$ cat src/rtl/sm_div_pkg.sv
package sm_div_pkg;

   typedef enum logic [2:0] {
      ST_IDLE    = 3'd0,
      ST_CHECK   = 3'd1,
      ST_SHIFT   = 3'd2,
      ST_TRIAL   = 3'd3,
      ST_RESTORE = 3'd4,
      ST_FIN     = 3'd5
   } div_state_t;

   typedef enum logic {
      OP_ADD = 1'b0,
      OP_SUB = 1'b1
   } addsub_op_t;

endpackage

$ cat src/rtl/smd_addsub.sv
// Shared complement-and-add unit: a + b, or a + ~b + 1, with carry out.
module smd_addsub
   import sm_div_pkg::*;
#(
   parameter int W      = 8,
   parameter bit RIPPLE = 1'b1
) (
   input  logic [W-1:0] a_in,
   input  logic [W-1:0] b_in,
   input  addsub_op_t   op,
   output logic [W-1:0] sum,
   output logic         cout
);

   logic [W-1:0] b_eff;
   logic         cin;

   assign b_eff = (op == OP_SUB) ? ~b_in : b_in;
   assign cin   = (op == OP_SUB);

   generate
      if (RIPPLE) begin : g_ripple
         logic [W:0] carry;
         assign carry[0] = cin;
         for (genvar i = 0; i < W; i++) begin : g_bit
            assign sum[i]     = a_in[i] ^ b_eff[i] ^ carry[i];
            assign carry[i+1] = (a_in[i] & b_eff[i]) | (carry[i] & (a_in[i] ^ b_eff[i]));
         end
         assign cout = carry[W];
      end else begin : g_infer
         logic [W:0] full;
         assign full = {1'b0, a_in} + {1'b0, b_eff} + {{W{1'b0}}, cin};
         assign sum  = full[W-1:0];
         assign cout = full[W];
      end
   endgenerate

endmodule

$ cat src/rtl/smd_ctrl.sv
// Sequencer: state machine plus down-counting step counter.
module smd_ctrl
   import sm_div_pkg::*;
#(
   parameter int N   = 8,
   localparam int SCW = $clog2(N + 1)
) (
   input  logic       clk,
   input  logic       rst_n,
   input  logic       start,
   input  logic       e_bit,
   input  logic       add_cout,
   output div_state_t state,
   output logic [SCW-1:0] sc
);

   localparam logic [SCW-1:0] SC_INIT = SCW'(N);

   div_state_t state_nx;
   logic       last_step;

   assign last_step = (sc == '0);

   always_comb begin
      state_nx = state;
      unique case (state)
         ST_IDLE:    if (start) state_nx = ST_CHECK;
         ST_CHECK:   state_nx = add_cout ? ST_FIN : ST_SHIFT;
         ST_SHIFT:   state_nx = ST_TRIAL;
         ST_TRIAL: begin
            if (!e_bit && !add_cout) state_nx = ST_RESTORE;
            else                     state_nx = last_step ? ST_FIN : ST_SHIFT;
         end
         ST_RESTORE: state_nx = last_step ? ST_FIN : ST_SHIFT;
         ST_FIN:     state_nx = ST_IDLE;
         default:    state_nx = ST_IDLE;
      endcase
   end

   always_ff @(posedge clk or negedge rst_n) begin
      if (!rst_n) begin
         state <= ST_IDLE;
         sc    <= '0;
      end else begin
         state <= state_nx;
         if (state == ST_IDLE && start) sc <= SC_INIT;
         else if (state == ST_SHIFT)    sc <= sc - 1'b1;
      end
   end

endmodule

$ cat src/rtl/smd_regs.sv
// Datapath registers: E, A, Q, B, signs and overflow flag.
module smd_regs
   import sm_div_pkg::*;
#(
   parameter int N = 8
) (
   input  logic           clk,
   input  logic           rst_n,
   input  div_state_t     state,
   input  logic           start,
   input  logic           dd_sign,
   input  logic [2*N-1:0] dd_mag,
   input  logic           dr_sign,
   input  logic [N-1:0]   dr_mag,
   input  logic [N-1:0]   add_sum,
   input  logic           add_cout,
   output addsub_op_t     add_op,
   output logic           e_q,
   output logic [N-1:0]   a_q,
   output logic [N-1:0]   q_q,
   output logic [N-1:0]   b_q,
   output logic           qs_q,
   output logic           rs_q,
   output logic           dvf_q
);

   assign add_op = (state == ST_RESTORE) ? OP_ADD : OP_SUB;

   always_ff @(posedge clk or negedge rst_n) begin
      if (!rst_n) begin
         e_q   <= 1'b0;
         a_q   <= '0;
         q_q   <= '0;
         b_q   <= '0;
         qs_q  <= 1'b0;
         rs_q  <= 1'b0;
         dvf_q <= 1'b0;
      end else begin
         unique case (state)
            ST_IDLE: begin
               if (start) begin
                  e_q   <= 1'b0;
                  a_q   <= dd_mag[2*N-1:N];
                  q_q   <= dd_mag[N-1:0];
                  b_q   <= dr_mag;
                  qs_q  <= dd_sign ^ dr_sign;
                  rs_q  <= dd_sign;
                  dvf_q <= 1'b0;
               end
            end
            ST_CHECK: begin
               // A is never overwritten by the test, so it needs no restore.
               if (add_cout) dvf_q <= 1'b1;
            end
            ST_SHIFT: begin
               e_q <= a_q[N-1];
               a_q <= {a_q[N-2:0], q_q[N-1]};
               q_q <= {q_q[N-2:0], 1'b0};
            end
            ST_TRIAL: begin
               a_q <= add_sum;
               e_q <= 1'b0;
               if (e_q || add_cout) q_q[0] <= 1'b1;
            end
            ST_RESTORE: begin
               a_q <= add_sum;
            end
            default: ;
         endcase
      end
   end

endmodule

$ cat src/rtl/sm_div_top.sv
module sm_div_top
   import sm_div_pkg::*;
#(
   parameter int N      = 8,
   parameter bit RIPPLE = 1'b1
) (
   input  logic           clk,
   input  logic           rst_n,
   input  logic           start,
   input  logic           dividend_sign,
   input  logic [2*N-1:0] dividend_mag,
   input  logic           divisor_sign,
   input  logic [N-1:0]   divisor_mag,
   output logic           quot_sign,
   output logic [N-1:0]   quot_mag,
   output logic           rem_sign,
   output logic [N-1:0]   rem_mag,
   output logic           dvf,
   output logic           done
);

   localparam int SCW = $clog2(N + 1);

   generate
      if (N < 2) begin : g_bad_width
         $error("sm_div_top: N must be at least 2");
      end
   endgenerate

   div_state_t     state_w;
   logic [SCW-1:0] sc_w;
   addsub_op_t     op_w;
   logic [N-1:0]   sum_w;
   logic           cout_w;
   logic           e_w;
   logic [N-1:0]   a_w;
   logic [N-1:0]   q_w;
   logic [N-1:0]   b_w;

   smd_ctrl #(.N(N)) ctrl_i (
      .clk      (clk),
      .rst_n    (rst_n),
      .start    (start),
      .e_bit    (e_w),
      .add_cout (cout_w),
      .state    (state_w),
      .sc       (sc_w)
   );

   smd_addsub #(.W(N), .RIPPLE(RIPPLE)) alu_i (
      .a_in (a_w),
      .b_in (b_w),
      .op   (op_w),
      .sum  (sum_w),
      .cout (cout_w)
   );

   smd_regs #(.N(N)) regs_i (
      .clk      (clk),
      .rst_n    (rst_n),
      .state    (state_w),
      .start    (start),
      .dd_sign  (dividend_sign),
      .dd_mag   (dividend_mag),
      .dr_sign  (divisor_sign),
      .dr_mag   (divisor_mag),
      .add_sum  (sum_w),
      .add_cout (cout_w),
      .add_op   (op_w),
      .e_q      (e_w),
      .a_q      (a_w),
      .q_q      (q_w),
      .b_q      (b_w),
      .qs_q     (quot_sign),
      .rs_q     (rem_sign),
      .dvf_q    (dvf)
   );

   assign quot_mag = q_w;
   assign rem_mag  = a_w;
   assign done     = (state_w == ST_FIN);

endmodule

$ cat config.mk
export PLATFORM = sky130hd
export DESIGN_NAME = sm_div_top
export DESIGN_NICKNAME = d
export VERILOG_FILES = /design/src/rtl/sm_div_pkg.sv /design/src/rtl/smd_addsub.sv /design/src/rtl/smd_ctrl.sv /design/src/rtl/smd_regs.sv /design/src/rtl/sm_div_top.sv
export SDC_FILE = /design/constraint.sdc
export NUM_CORES = 1
export LEC_CHECK = 0
export ABC_AREA = 1
export CAP_MARGIN = 10
export CORE_MARGIN = 2
export CORE_UTILIZATION = 49
export DETAILED_ROUTE_END_ITERATION = 8
export PLACE_DENSITY_LB_ADDON = 0.12
export SLEW_MARGIN = 20
export SYNTH_ARGS = -nofsm -noshare
export SYNTH_HDL_FRONTEND = slang
export SYNTH_SLANG_ARGS = --single-unit
$ cat constraint.sdc
create_clock -name clk -period 4.3 [get_ports clk]
set_clock_uncertainty 0.15 [all_clocks]
set_input_delay 0.86 -clock clk [delete_from_list [all_inputs] [get_ports clk]]
set_output_delay 0.86 -clock clk [all_outputs]
set_load 0.01 [all_outputs]
Yosys cells after proc, flatten, opt, wreduce, memory -nomap -nowiden

Index checks and enable logic that the tools add are counted.

Word-level logic and storage cells: 99
Output and inout port bits: 20
Register bits after elaboration: 35
Bits of input ports: 29

Bitwise logic cells: 42
Add/subtract/negate cells: 1
Eq/ne operators: 8
Reductions and logical operators: 19
Muxes and demuxes: 19

Operators by type and width:

| operator                                                                | count |
|---|---|
| 8-bit 2-to-1 mux                                                        | 3 |
| 8-bit one-hot mux with 3 select lines                                   | 1 |
| 1-bit bitwise XOR                                                       | 17 |
| 1-bit bitwise AND                                                       | 16 |
| 3-bit one-hot mux with 5 select lines                                   | 1 |
| 7-bit one-hot mux with 2 select lines                                   | 1 |
| 3-bit 2-to-1 mux                                                        | 4 |
| 4-bit 2-to-1 mux                                                        | 2 |
| 8-bit NOT                                                               | 1 |
| 1-bit bitwise OR                                                        | 8 |
| 2-bit AND reduction                                                     | 4 |
| 3-bit by 2-bit == test with 1-bit output, second input constant         | 2 |
| 3-bit == test, second input constant                                    | 2 |
| 1-bit one-hot mux with 3 select lines                                   | 2 |
| 3-bit AND reduction                                                     | 2 |
| 2-bit nonzero test                                                      | 3 |
| 3-bit nonzero test                                                      | 2 |
| 4-bit zero test                                                         | 1 |
| 1-bit 2-to-1 mux                                                        | 4 |
| 2-bit by 1-bit inequality test with 1-bit output, second input constant | 2 |
| 4-bit by 1-bit subtractor with 4-bit output, second input constant      | 1 |
| 3-bit by 1-bit == test with 1-bit output, second input constant         | 1 |
| 3-bit zero test                                                         | 1 |
| 1-bit logical AND                                                       | 2 |
| other kinds (5)                                                         | 6 |

Longest topological paths before layout

Word-level depth: 23
Depth in mapped cells: 20
Depth with buffers taken out: 19

Modules after synthesis

Synthesis repeated with hierarchy kept, for this count alone.

Cells, all modules: 305
Area, all modules: 2273.4 µm²

By module, submodules not included:

| module     | times used | cells an instance | sequential area each (µm²) | area an instance (µm²) |
|---|---|---|---|---|
| smd_regs   | 1          | 191               | 700.7                      | 1471.4 |
| smd_ctrl   | 1          | 55                | 175.2                      | 456.7 |
| smd_addsub | 1          | 57                | 0.0                        | 335.3 |
| sm_div_top | 1          | 2                 | 0.0                        | 10.0 |

Least setup slack after synthesis

OpenSTA, ideal clock, no wires.

Kind: register to register
Start: register ctrl_i.state[0]
End: register ctrl_i.state[2]
Cell stages (with the launch flop): 17
Arrival: 3.479 ns
Buffers on the path: 1
Clock period less this slack: 3.756 ns
Path slack: 0.544 ns
Library setup time: 0.127 ns
Path through: dfrtp_1 > nor2_1 > nand2_1 > buf_6 > xor2_1 > fa_1 > fa_1 > fa_1 > fa_1 > inv_1 > fa_1 > fa_1 > fa_1 > inv_1 > nand2_1 > o21ai_0 > or2_2

Longest elaborated chain between the ends: 23

Ends and longest elaborated chain:

| element                               | RTL line                       | RTL |
|---|---|---|
| start, declared                       | smd_ctrl.sv:13                 | `output div_state_t state,` |
| start signal, assigned                | smd_ctrl.sv:45                 | `state <= state_nx;` |
| 3-bit == test                         | smd_ctrl.sv:26, smd_regs.sv:27 |  |
| 8-bit 2-to-1 mux                      | smd_addsub.sv:18               | `assign b_eff = (op == OP_SUB) ? ~b_in : b_in;` |
| 1-bit bitwise XOR                     | smd_addsub.sv:27               | `assign carry[i+1] = (a_in[i] & b_eff[i]) \| (carry[i] & (a_in[i] ^ b_eff[i]));` |
| 1-bit bitwise AND                     | smd_addsub.sv:27               |  |
| 1-bit bitwise OR                      | smd_addsub.sv:27               |  |
| 1-bit bitwise AND                     | smd_addsub.sv:27               |  |
| 1-bit bitwise OR                      | smd_addsub.sv:27               |  |
| 1-bit bitwise AND                     | smd_addsub.sv:27               |  |
| (+7 left out)                         | n/a                            |  |
| 1-bit bitwise AND                     | smd_addsub.sv:27               |  |
| 1-bit bitwise OR                      | smd_addsub.sv:27               |  |
| 1-bit bitwise AND                     | smd_addsub.sv:27               |  |
| 1-bit bitwise OR                      | smd_addsub.sv:27               |  |
| 1-bit zero test                       | smd_ctrl.sv:31                 | `if (!e_bit && !add_cout) state_nx = ST_RESTORE;` |
| 1-bit logical AND                     | smd_ctrl.sv:31                 |  |
| 3-bit 2-to-1 mux                      | smd_ctrl.sv:31                 |  |
| 3-bit one-hot mux with 5 select lines | smd_ctrl.sv:26                 | `unique case (state)` |

Several ways; a longest one is shown, not always the timed one.
A chain may end at the register's enable or synchronous reset.

Worst setup path in the final report

Start: register ctrl_i.state[1]
End: register ctrl_i.state[2]

The elaborated chain is that of the path after synthesis.

==> impl_metrics.sql <==
INSERT INTO impl_metrics (metric_group, metric, value, unit) VALUES
('outcome', 'result_of_the_run', 'complete, no violations', ''),
('grt', 'wire_length_of_the_first_global_routing_pass', '7396', 'microns'),
('cts', 'postCtsResizedCells', '0', ''),
('timing', 'finalCriticalPeriod', '3.803', 'ns'),
('cts', 'tritoncts.num_buffers', '5', ''),
('worst_setup_path', 'end_kind', 'flop', ''),
('worst_setup_path', 'worst_r2r_path_depth', '15', ''),
('place', 'dp_hpwl', '3130', 'microns'),
('routing', 'final_antenna_net_count', '0', ''),
('routing', 'wl_per_cell', '11.76', 'microns'),
('cts', 'clock_tree.root_cell', 'clkbuf_8', ''),
('cts', 'clk_pin_slew_worst_paths', '0.07', 'ns'),
('pwr', 'share_of_total_power_consumed_by_net_switching', '44.93', '%'),
('cts', 'clock_path_buffers', '2', ''),
('worst_setup_path', 'critical_path_class', 'reg -> reg', ''),
('synthesis', 'yosys.cell_types.count', '25', ''),
('min_path', 'timing.hold.worst.start', 'regs_i.dvf_q', ''),
('routing', 'route.detailed.drc', '0', ''),
('routing', 'drt-initial-drc-count', '105', ''),
('grt', 'largest_net_degree_at_the_start_of_global_routing', '36', ''),
('min_path', 'whs_endpoint', 'regs_i.dvf_q', ''),
('layout', 'area.growth.synth_to_final', '31.36', '%'),
('pwr', 'power_density', '794.2', 'nW/um^2'),
('floorplan', 'rows', '23', ''),
('routing', 'firstDrtPassIters', '4', ''),
('worst_setup_path', 'data_required_time_of_the_worst_path', '4.32', 'ns'),
('timing', 'fmax', '262.9', 'MHz'),
('pwr', 'combinationalPowerShare', '56.7', '%'),
('floorplan', 'die_w', '67.94', 'microns'),
('worst_setup_path', 'setup_slack_of_the_worst_register_to_register_path', '0.50', 'ns'),
('grt', 'grt_pass1_vias', '1707', ''),
('cts', 'holdBufCountCts', '0', ''),
('layout', 'final_area', '2631', 'sq um'),
('place', 'place_congestion', '0.8470', ''),
('synthesis', 'ys_top_cells_by_area', 'dfrtp_1 (44%), nand2_1 (20%), fa_1 (7.0%)', ''),
('timing', 'worst_pin_slew', '0.4517', 'ns'),
('synthesis', 'synth_area', '2003', 'sq um'),
('layout', 'drive_above_1_share', '8.117', '%'),
('job', 'max-cap-violations', '0', ''),
('floorplan', 'fp.dieArea', '4616', 'sq um'),
('synthesis', 'synth_nets', '293', ''),
('synthesis', 'yosys.area.top_type', 'dfrtp_1', ''),
('floorplan', 'start_util', '50.44', '%'),
('worst_setup_path', 'worstReg2RegEnd', 'ctrl_i.state[2]', ''),
('pwr', 'seqPwrFrac', '30.5', '%'),
('routing', 'vias', '1721', ''),
('pwr', 'power.ir.vdd_worst', '0.3657', 'mV'),
('floorplan', 'die_y', '67.94', 'microns'),
('synthesis', 'ys_ff_latch', '35', ''),
('place', 'place_area', '2527', 'sq um'),
('layout', 'post_layout_nets', '345', ''),
('min_path', 'whs_path_depth', '2', ''),
('worst_setup_path', 'worst-endpoint-arrival', '3.83', 'ns'),
('synthesis', 'synth-seq-area-share', '43.72', '%'),
('timing', 'finalSetupViolCount', '0', ''),
('layout', 'num_antenna_cells', '0', ''),
('pwr', 'switching_power_of_the_nets', '0.9389', 'mW'),
('synthesis', 'yosys_warnings', '0', ''),
('timing', 'grt_setup_unrepaired', 'no', ''),
('pwr', 'internal-power', '1.151', 'mW'),
('timing', 'layout_setup_ws', '0.4966', 'ns'),
('grt', 'gr-usage-all-layers', '21.77', '%'),
('timing', 'fin_crit_share', '88.45', '%'),
('timing', 'timing.final.max_slew_violations', '0', ''),
('synthesis', 'synth.avg_cell_area', '7.856', 'sq um'),
('worst_setup_path', 'timing.critical_path.from_type', 'flop', ''),
('place', 'dp_worst_setup_slack', '0.5115', 'ns'),
('synthesis', 'syn-instance-count', '255', ''),
('cts', 'clkLatencyLatePin', '0.29', 'ns'),
('place', 'placement.io_buffers', '48', ''),
('cts', 'post-cts-setup-buffers', '0', '');
registers in the layout, summed over array words and instances (netlist names), 3 cells and up:
register,flops
ctrl_i.state,3
regs_i.b_q,8
ctrl_i.sc,4
regs_i.q_q,8
regs_i.a_q,8
cells in the mapped netlist:
| cell type | instances |
|---|---|
| a21oi_1 | 11 |
| buf_2 | 3 |
| buf_4 | 1 |
| buf_6 | 1 |
| dfrtp_1 | 35 |
| fa_1 | 7 |
| ha_1 | 2 |
| inv_1 | 22 |
| inv_2 | 3 |
| inv_4 | 2 |
| nand2_1 | 109 |
| nand2_2 | 2 |
| nand2_4 | 2 |
| nand3_1 | 11 |
| nand3_2 | 1 |
| nor2_1 | 19 |
| nor2_2 | 2 |
| nor2_8 | 2 |
| nor3_1 | 1 |
| o21ai_0 | 7 |
| o21ai_1 | 2 |
| o21bai_1 | 1 |
| or2_2 | 1 |
| xnor2_1 | 4 |
| xor2_1 | 4 |
cell families after synthesis:
| logic type | share of synthesized area [%] |
|---|---|
| AND/OR/NAND/NOR | 32.17 |
| flip-flops | 43.72 |
| buffers and inverters | 6.995 |
| AO/OA/AOI/OAI | 5.371 |
| adder cells (fa/ha/maj) | 8.244 |
| XOR/XNOR | 3.497 |
through the flow:
step / hold slack (ns) / std cells / utilization [%] / power [mW]
after global routing: 0.3457 / 358 / 66.26 / 2.320
after global placement: 0.3137 / 350 / 63.64 / 1.812
after CTS: 0.3307 / 358 / 66.26 / 2.106
after floorplan: 0.2954 / 255 / - / 1.444
final: 0.3323 / 358 / 66.26 / 2.090
after detailed placement: 0.3127 / 350 / 63.64 / 1.828
power groups by stage:
stage                     Clock (mW)  Combinational, mW  Sequential [mW]
after floorplan                    0              0.793            0.651
after global placement             0               1.17            0.640
after detailed placement           0               1.19            0.640
after CTS                      0.273               1.20            0.637
after global routing           0.288               1.37            0.662
final                          0.267               1.18            0.638
worst max-delay path, stage by stage, from the launching register on:
cell	delay, ns
dfrtp_1	0.43
nor2_1	0.10
nand2_1	0.11
xor2_1	0.18
fa_1	0.41
fa_1	0.39
fa_1	0.40
fa_1	0.38
inv_1	0.08
fa_1	0.18
fa_1	0.18
fa_1	0.18
inv_1	0.06
nand2_1	0.08
o21ai_0	0.10
or2_2	0.28
routing by layer:
layer	up-vias	global-route usage (%)	share of wire (%)
li1	879	-	-
met1	793	28.31	47
met2	43	34.10	45
met3	6	6.743	6.4
met4	0	8.250	1.4
met5	-	0	0
final cells by class:
cell class | count | area, sq um | share of cell area, %
clock buffers | 7 | 96.34 | 3.661
flip-flops and latches | 35 | 875.8 | 33.29
clock inverters | 1 | 7.507 | 0.2853
well taps | 50 | 62.56 | 2.378
repair buffers | 50 | 495.5 | 18.83
multi-input cells | 188 | 987.2 | 37.52
inverters | 27 | 106.4 | 4.042
how the worst max path moves through the flow:
stage,slack [ns],startpoint,end
final,0.50,ctrl_i.state[1],ctrl_i.state[2]
after CTS,0.50,ctrl_i.state[1],ctrl_i.state[2]
after global routing,0.18,ctrl_i.state[1],ctrl_i.state[0]
after floorplan,0.54,ctrl_i.state[0],ctrl_i.state[2]
after global placement,0.60,ctrl_i.state[0],ctrl_i.state[2]
after detailed placement,0.51,ctrl_i.state[1],ctrl_i.state[2]
Power figures use the tool's default switching activity.
